[src/rtl/chain_dma_pkg.sv]
package chain_dma_pkg;

  // mode select encodings
  localparam logic [1:0] MODE_OFF    = 2'd0;
  localparam logic [1:0] MODE_CHAIN  = 2'd1;
  localparam logic [1:0] MODE_SINGLE = 2'd2;

  // externally visible engine state codes
  localparam logic [1:0] ENG_IDLE = 2'd0;
  localparam logic [1:0] ENG_DESC = 2'd1;
  localparam logic [1:0] ENG_WAIT = 2'd2;
  localparam logic [1:0] ENG_MOVE = 2'd3;

  typedef enum logic [2:0] {
    F_IDLE, F_FREQ, F_FWAIT, F_CHECK, F_RREQ, F_RWAIT, F_WREQ, F_END
  } fsm_e;

  typedef enum logic [1:0] {
    RK_FETCH = 2'd0,
    RK_READ  = 2'd1,
    RK_WRITE = 2'd2
  } req_kind_e;

  // strobes from control to datapath
  typedef struct packed {
    logic      startSingle;
    logic      startChain;
    logic      capWord;
    logic [1:0] wordIdx;
    logic      followLink;
    logic      latchRd;
    logic      stepElem;
    req_kind_e reqKind;
  } dp_ctl_t;

endpackage

[src/rtl/chain_dma_dpath.sv]
module chain_dma_dpath
  import chain_dma_pkg::*;
#(
  parameter int ADDR_W    = 32,
  parameter int CNT_W     = 11,
  parameter int WCODE_LSB = 12
) (
  input  logic              clk,
  input  logic              rstN,
  input  dp_ctl_t           ctl,
  input  logic              regLoadEn,
  input  logic [1:0]        regLoadSel,
  input  logic [31:0]       regLoadData,
  input  logic              dirToDev,
  input  logic [31:0]       memRspData,
  output logic              descErr,
  output logic              countZero,
  output logic              lastElem,
  output logic [1:0]        linkCode,
  output logic [ADDR_W-1:0] reqAddr,
  output logic [1:0]        reqSize,
  output logic [31:0]       reqWdata
);

  localparam int NREG = 4;
  localparam logic [CNT_W-1:0] MAX_WIDE   = '1;
  localparam logic [CNT_W-1:0] MAX_NARROW = {1'b0, {(CNT_W-1){1'b1}}};

  logic [31:0] chanReg [NREG];

  // channel register bank, one register per generate slot
  for (genvar g = 0; g < NREG; g++) begin : g_chan
    logic [31:0] q;
    always_ff @(posedge clk or negedge rstN) begin
      if (!rstN) q <= '0;
      else if (regLoadEn && regLoadSel == 2'(g)) q <= regLoadData;
    end
    assign chanReg[g] = q;
  end

  logic [ADDR_W-1:0] wDev, wMem, fetchBase;
  logic [1:0]        wCode;
  logic [CNT_W-1:0]  remaining;
  logic [31:0]       wLink, rdHold;
  logic              dirQ;

  function automatic logic [31:0] laneMask(input logic [1:0] code);
    case (code)
      2'd3:    laneMask = 32'h0000_00FF;
      2'd2:    laneMask = 32'h0000_FFFF;
      default: laneMask = 32'hFFFF_FFFF;
    endcase
  endfunction

  function automatic logic [ADDR_W-1:0] stepBytes(input logic [1:0] code);
    case (code)
      2'd3:    stepBytes = ADDR_W'(1);
      2'd2:    stepBytes = ADDR_W'(2);
      default: stepBytes = ADDR_W'(4);
    endcase
  endfunction

  function automatic logic [1:0] sizeCode(input logic [1:0] code);
    case (code)
      2'd3:    sizeCode = 2'd0;
      2'd2:    sizeCode = 2'd1;
      default: sizeCode = 2'd2;
    endcase
  endfunction

  always_ff @(posedge clk or negedge rstN) begin
    if (!rstN) begin
      wDev      <= '0;
      wMem      <= '0;
      wCode     <= '0;
      remaining <= '0;
      wLink     <= '0;
      fetchBase <= '0;
      rdHold    <= '0;
      dirQ      <= 1'b0;
    end else begin
      if (ctl.startSingle || ctl.startChain) dirQ <= dirToDev;
      if (ctl.startSingle) begin
        wDev      <= chanReg[0][ADDR_W-1:0];
        wMem      <= chanReg[1][ADDR_W-1:0];
        wCode     <= chanReg[2][WCODE_LSB +: 2];
        remaining <= chanReg[2][CNT_W-1:0];
        wLink     <= chanReg[3];
      end
      if (ctl.startChain) fetchBase <= {chanReg[3][ADDR_W-1:2], 2'b00};
      if (ctl.followLink) fetchBase <= {wLink[ADDR_W-1:2], 2'b00};
      if (ctl.capWord) begin
        case (ctl.wordIdx)
          2'd0: wDev <= memRspData[ADDR_W-1:0];
          2'd1: wMem <= memRspData[ADDR_W-1:0];
          2'd2: begin
            wCode     <= memRspData[WCODE_LSB +: 2];
            remaining <= memRspData[CNT_W-1:0];
          end
          default: wLink <= memRspData;
        endcase
      end
      if (ctl.latchRd) rdHold <= memRspData & laneMask(wCode);
      if (ctl.stepElem) begin
        wMem      <= wMem + stepBytes(wCode);
        remaining <= remaining - 1'b1;
      end
    end
  end

  always_comb begin
    descErr = (wCode == 2'd1) ||
              (remaining > ((wCode == 2'd0) ? MAX_WIDE : MAX_NARROW));
  end

  assign countZero = (remaining == '0);
  assign lastElem  = (remaining == CNT_W'(1));
  assign linkCode  = wLink[1:0];
  assign reqWdata  = rdHold;

  always_comb begin
    case (ctl.reqKind)
      RK_READ:  begin reqAddr = dirQ ? wMem : wDev; reqSize = sizeCode(wCode); end
      RK_WRITE: begin reqAddr = dirQ ? wDev : wMem; reqSize = sizeCode(wCode); end
      default:  begin
        reqAddr = fetchBase + ADDR_W'({ctl.wordIdx, 2'b00});
        reqSize = 2'd2;
      end
    endcase
  end

endmodule

[src/rtl/chain_dma_ctrl.sv]
module chain_dma_ctrl
  import chain_dma_pkg::*;
(
  input  logic       clk,
  input  logic       rstN,
  input  logic [1:0] modeSel,
  input  logic       startReq,
  input  logic       memReqReady,
  input  logic       memRspValid,
  input  logic       descErr,
  input  logic       countZero,
  input  logic       lastElem,
  input  logic [1:0] linkCode,
  output dp_ctl_t    ctl,
  output logic       memReqValid,
  output logic       memReqWrite,
  output logic       doneIrq,
  output logic       errPulse,
  output logic [1:0] engState
);

  fsm_e       state, nxt;
  logic [1:0] idx, idxNext;
  logic       runChain, chainNext;
  logic       doneNext, errNext;
  logic       modeOff;

  assign modeOff = (modeSel != MODE_CHAIN) && (modeSel != MODE_SINGLE);

  always_comb begin
    nxt         = state;
    idxNext     = idx;
    chainNext   = runChain;
    doneNext    = 1'b0;
    errNext     = 1'b0;
    memReqValid = 1'b0;
    memReqWrite = 1'b0;
    ctl         = '0;
    ctl.reqKind = RK_FETCH;
    ctl.wordIdx = idx;
    if (modeOff) begin
      nxt = F_IDLE;
    end else begin
      case (state)
        F_IDLE: if (startReq) begin
          if (modeSel == MODE_SINGLE) begin
            ctl.startSingle = 1'b1;
            chainNext       = 1'b0;
            nxt             = F_CHECK;
          end else begin
            ctl.startChain = 1'b1;
            chainNext      = 1'b1;
            idxNext        = 2'd0;
            nxt            = F_FREQ;
          end
        end
        F_FREQ: begin
          memReqValid = 1'b1;
          if (memReqReady) nxt = F_FWAIT;
        end
        F_FWAIT: if (memRspValid) begin
          ctl.capWord = 1'b1;
          if (idx == 2'd3) nxt = F_CHECK;
          else begin
            idxNext = idx + 2'd1;
            nxt     = F_FREQ;
          end
        end
        F_CHECK: begin
          if (descErr) begin
            errNext = 1'b1;
            nxt     = F_IDLE;
          end else if (countZero) nxt = F_END;
          else nxt = F_RREQ;
        end
        F_RREQ: begin
          memReqValid = 1'b1;
          ctl.reqKind = RK_READ;
          if (memReqReady) nxt = F_RWAIT;
        end
        F_RWAIT: if (memRspValid) begin
          ctl.latchRd = 1'b1;
          nxt         = F_WREQ;
        end
        F_WREQ: begin
          memReqValid = 1'b1;
          memReqWrite = 1'b1;
          ctl.reqKind = RK_WRITE;
          if (memReqReady) begin
            ctl.stepElem = 1'b1;
            nxt          = lastElem ? F_END : F_RREQ;
          end
        end
        F_END: begin
          doneNext = linkCode[0];
          if (runChain && linkCode[1]) begin
            ctl.followLink = 1'b1;
            idxNext        = 2'd0;
            nxt            = F_FREQ;
          end else nxt = F_IDLE;
        end
        default: nxt = F_IDLE;
      endcase
    end
  end

  always_ff @(posedge clk or negedge rstN) begin
    if (!rstN) begin
      state    <= F_IDLE;
      idx      <= '0;
      runChain <= 1'b0;
      doneIrq  <= 1'b0;
      errPulse <= 1'b0;
    end else begin
      state    <= nxt;
      idx      <= idxNext;
      runChain <= chainNext;
      doneIrq  <= doneNext;
      errPulse <= errNext;
    end
  end

  always_comb begin
    case (state)
      F_IDLE:           engState = ENG_IDLE;
      F_FREQ, F_FWAIT:  engState = ENG_DESC;
      F_RWAIT:          engState = ENG_WAIT;
      default:          engState = ENG_MOVE;
    endcase
  end

endmodule

[src/rtl/chain_dma_engine.sv]
module chain_dma_engine
  import chain_dma_pkg::*;
#(
  parameter int ADDR_W = 32,
  parameter int CNT_W  = 11
) (
  input  logic              clk,
  input  logic              rstN,
  input  logic              regLoadEn,
  input  logic [1:0]        regLoadSel,
  input  logic [31:0]       regLoadData,
  input  logic [1:0]        modeSel,
  input  logic              dirToDev,
  input  logic              startReq,
  output logic              memReqValid,
  output logic              memReqWrite,
  output logic [ADDR_W-1:0] memReqAddr,
  output logic [1:0]        memReqSize,
  output logic [31:0]       memReqWdata,
  input  logic              memReqReady,
  input  logic              memRspValid,
  input  logic [31:0]       memRspData,
  output logic              doneIrq,
  output logic              errPulse,
  output logic [1:0]        engState
);

  dp_ctl_t    ctl;
  logic       descErr, countZero, lastElem;
  logic [1:0] linkCode;

  chain_dma_ctrl u_ctrl (
    .clk         (clk),
    .rstN        (rstN),
    .modeSel     (modeSel),
    .startReq    (startReq),
    .memReqReady (memReqReady),
    .memRspValid (memRspValid),
    .descErr     (descErr),
    .countZero   (countZero),
    .lastElem    (lastElem),
    .linkCode    (linkCode),
    .ctl         (ctl),
    .memReqValid (memReqValid),
    .memReqWrite (memReqWrite),
    .doneIrq     (doneIrq),
    .errPulse    (errPulse),
    .engState    (engState)
  );

  chain_dma_dpath #(
    .ADDR_W (ADDR_W),
    .CNT_W  (CNT_W)
  ) u_dpath (
    .clk         (clk),
    .rstN        (rstN),
    .ctl         (ctl),
    .regLoadEn   (regLoadEn),
    .regLoadSel  (regLoadSel),
    .regLoadData (regLoadData),
    .dirToDev    (dirToDev),
    .memRspData  (memRspData),
    .descErr     (descErr),
    .countZero   (countZero),
    .lastElem    (lastElem),
    .linkCode    (linkCode),
    .reqAddr     (memReqAddr),
    .reqSize     (memReqSize),
    .reqWdata    (memReqWdata)
  );

endmodule

[config.mk]
export PLATFORM = sky130hd
export DESIGN_NAME = chain_dma_engine
export DESIGN_NICKNAME = d
export VERILOG_FILES = /design/src/rtl/chain_dma_pkg.sv /design/src/rtl/chain_dma_dpath.sv /design/src/rtl/chain_dma_ctrl.sv /design/src/rtl/chain_dma_engine.sv
export SDC_FILE = /design/constraint.sdc
export NUM_CORES = 1
export LEC_CHECK = 0
export BUFFER_PORTS_ARGS = -buffer_cell sky130_fd_sc_hd__buf_2
export CORE_ASPECT_RATIO = 0.9
export CORE_MARGIN = 4
export CORE_UTILIZATION = 43
export CTS_CLUSTER_DIAMETER = 30
export DETAILED_ROUTE_END_ITERATION = 8
export PLACE_DENSITY = 0.61
export SLEW_MARGIN = 20
export SYNTH_ARGS = -nofsm -noshare
export SYNTH_HDL_FRONTEND = slang
export SYNTH_SLANG_ARGS = --single-unit
[constraint.sdc]
create_clock -name clk -period 4.6 [get_ports clk]
set_clock_uncertainty 0.15 [all_clocks]
set_input_delay 0 -clock clk [delete_from_list [all_inputs] [get_ports clk]]
set_output_delay 0 -clock clk [all_outputs]
set_load 0.01 [all_outputs]
==> summary.txt <==
status - complete, but fails checks
failing checks - hold timing
Tot GR Track Use - 0.244
largest cells by area after synthesis - dfrtp_1 47%, mux2_2 9.1%, nand2_1 8.0%
Post-synth EDFFs - 0
vias in the first global route - 13378
initial antenna violation count - 0
synth unique cells - 53
Final period util - 0.824
crit-path max FO - 8
via count - 13574
CTS tree - done
sum of negative setup slack - 0 ns
commonest non-fill, non-tap cell in the layout - nand2_1
ANT cells - 0
sequential area share after synthesis - 0.471
PortBufs - 146
worst path required time - 4.45 ns
Residual DRC - 0
Mapped Cells - 1644
die width - 207 microns
final WL - 47800 microns
area grow syn2layout - 26.2%
WL/cell - 20.3 microns
P_leak - 8.49 nW
Min Hold Slack - -0.0120 ns
share of Yosys cell area claimed by the top area cell type - 0.471
worst setup margin - 0.808 ns
CORE AREA - 0.0351 sq mm
ANT nets after route - 0
row cnt - 65
gr ovfl total - 0
GPL Wtd Cong - 0.803
vias per cell - 5.76
clock-pin transition on the worst setup and hold timing paths - 0.04 ns
Tot Pwr - 12.0 mW
post-DP HPWL - 29100 microns
Starting Density - 0.437
max_cap viols - 0
first-pass GRT wire length - 76700 microns
area leader, netlist - dfrtp_1
Synth Flop Type - dfrtp_1
Die Y - 187 microns
pre-CTS WS - 1.36 ns
Worst slew margin - 0.331
DRT Pass-1 Iters - 6
peak supply drop - 419 uV
most frequent cells in the layout - 325 x nand2_1, 288 x dfrtp_1, 145 x buf_2, 124 x mux2_2, 121 x nor2_1
CP Data Arrival Time - 3.64 ns
Placed Area - 0.0164 sq mm
worst min path class - in -> async
Slew Viols, Final - 0
crit path kind - reg -> out
Async SR Flop Fraction - 1.00
Final setup viols - 0
initial drt markers - 1032
Avg Cell Area, Syn - 9.34 sq um
fin crit period - 3.79 ns
hold violation count in the final report - 3
FILL cells - 3181
CTS H-tree depth - 3
fmax - 0.264 GHz
Seq cells post-synth - 289
clock sinks - 289
layout cells sized above 1 - 0.229
final instance area - 0.0194 sq mm
RSZ-0062 raised after global routing - false
clock root cell - clkbuf_16
yosys warns - 0
Pwr per Cell Area - 620 mW/mm^2
Startpoint Class - flop
post-synthesis cell area - 0.0154 sq mm
Final #Nets - 1931
Ports - 147
Slew @ Worst Pin - 1.00 ns
Clock Latency Late Sink - 0.56 ns
die area - 0.0388 sq mm
total CTS buffers - 68
CP endpoint kind - output port
CTS Buffer Depth - 3
pin count of the biggest net entering global routing - 109
PostCTS Resize Cnt - 0
Syn Nets - 1739
[cells by family after synthesis]
logic type | after synthesis | share of synthesized area
flip-flops | 289 | 0.471
XOR/XNOR | 65 | 0.0371
AO/OA/AOI/OAI | 353 | 0.140
buffers and inverters | 146 | 0.0423
multiplexers | 156 | 0.112
AND/OR/NAND/NOR | 615 | 0.181
adder cells (fa/ha/maj) | 20 | 0.0173
[synthesized netlist by cell type (3+ instances only)]
cell type	n
inv_1	23
xor2_1	45
nand2_1	328
nor2_1	121
nor4_1	8
nor3b_1	3
dfrtp_1	289
mux2_2	124
or3_1	3
buf_6	4
and2_1	7
o21ai_0	96
mux2i_1	32
nor2_2	3
a21oi_1	64
a221oi_1	31
clkbuf_1	56
and3_1	50
nand2b_1	8
buf_4	4
nor3_1	9
buf_1	13
a211oi_1	6
nand3_1	30
buf_2	44
nand4_1	27
ha_1	18
o21ai_1	5
a22oi_1	32
a21o_1	3
xnor2_1	20
o22ai_1	39
a31oi_1	71
[final timing paths]
check                                            startpoint                             endpoint  slack [ns]  depth (start not counted)
max in group asynchronous                              rstN          u_dpath.wLink[16]$_DFF_PN0_        3.71                          3
min reg2reg                u_dpath.reqWdata[25]$_DFFE_PN0P_     u_dpath.reqWdata[25]$_DFFE_PN0P_        0.32                          2
max                               u_ctrl.idx[0]$_DFFE_PN0P_                       memReqAddr[30]        0.81                          9
min                                                    rstN            u_ctrl.errPulse$_DFF_PN0_       -0.01                          3
min in group clk                            regLoadData[26]  u_dpath.g_chan[1].q[26]$_DFFE_PN0P_        0.09                          3
max reg2reg                     u_ctrl.state[2]$_DFFE_PN0P_    u_dpath.fetchBase[12]$_DFFE_PN0P_        1.55                          6
[sequential cells by signal (all words and copies together), names as in the netlist, 3 cells and up]
name	count
u_dpath.remaining	11
u_dpath.reqWdata	32
u_ctrl.state	3
u_dpath.g_chan.q	109
u_dpath.wDev	32
u_dpath.wLink	32
u_dpath.fetchBase	30
u_dpath.wMem	32
[layout make-up]
class,count,area [sq um],share of cell area
multi-input cells,1209,7520,0.388
flip-flops and latches,289,7230,0.373
clock buffers,89,1890,0.0976
clock inverters,34,347,0.0179
well taps,469,587,0.0303
repair buffers,244,1720,0.0886
inverters,24,90.1,0.00465
[timing repair]
item                                   4_1_cts  5_1_grt
hold buffers                                74        0
endpoints found under the hold margin      417        0
buffers inserted                             0        0
[metal layers]
layer,share of wire,up-vias,GRT usage
met1,0.46,6707,0.359
met3,0.068,99,0.0426
met5,0,-,0
met2,0.44,549,0.365
li1,-,6219,-
met4,0.032,0,0.0854
[power by group]
group	internal, mW	switching, mW	leakage [nW]	total, mW
Combinational	1.44	1.59	3.82	3.03
Clock	3.12	1.53	1.09	4.65
Sequential	3.41	0.940	3.57	4.34
[through the flow]
step | hold WS, ns | util | cells
6_report | -0.0120 | 0.552 | 2358
5_1_grt | 0.0397 | 0.552 | 2358
4_1_cts | 0.0318 | 0.552 | 2358
3_5_place_dp | -0.0912 | 0.466 | 2161
3_3_place_gp | -0.0849 | 0.466 | 2161
2_1_floorplan | -0.446 | - | 1644
[worst max-delay path: stages (launching register included)]
cell      delay (ns)
dfrtp_1         0.46
ha_1            0.22
inv_1           0.06
fa_1            0.46
nand4b_4        0.25
nor4_4          0.88
nand4_1         0.20
xor2_1          0.19
a21oi_1         0.20
buf_2           0.17
Power figures use the tool's default switching activity.
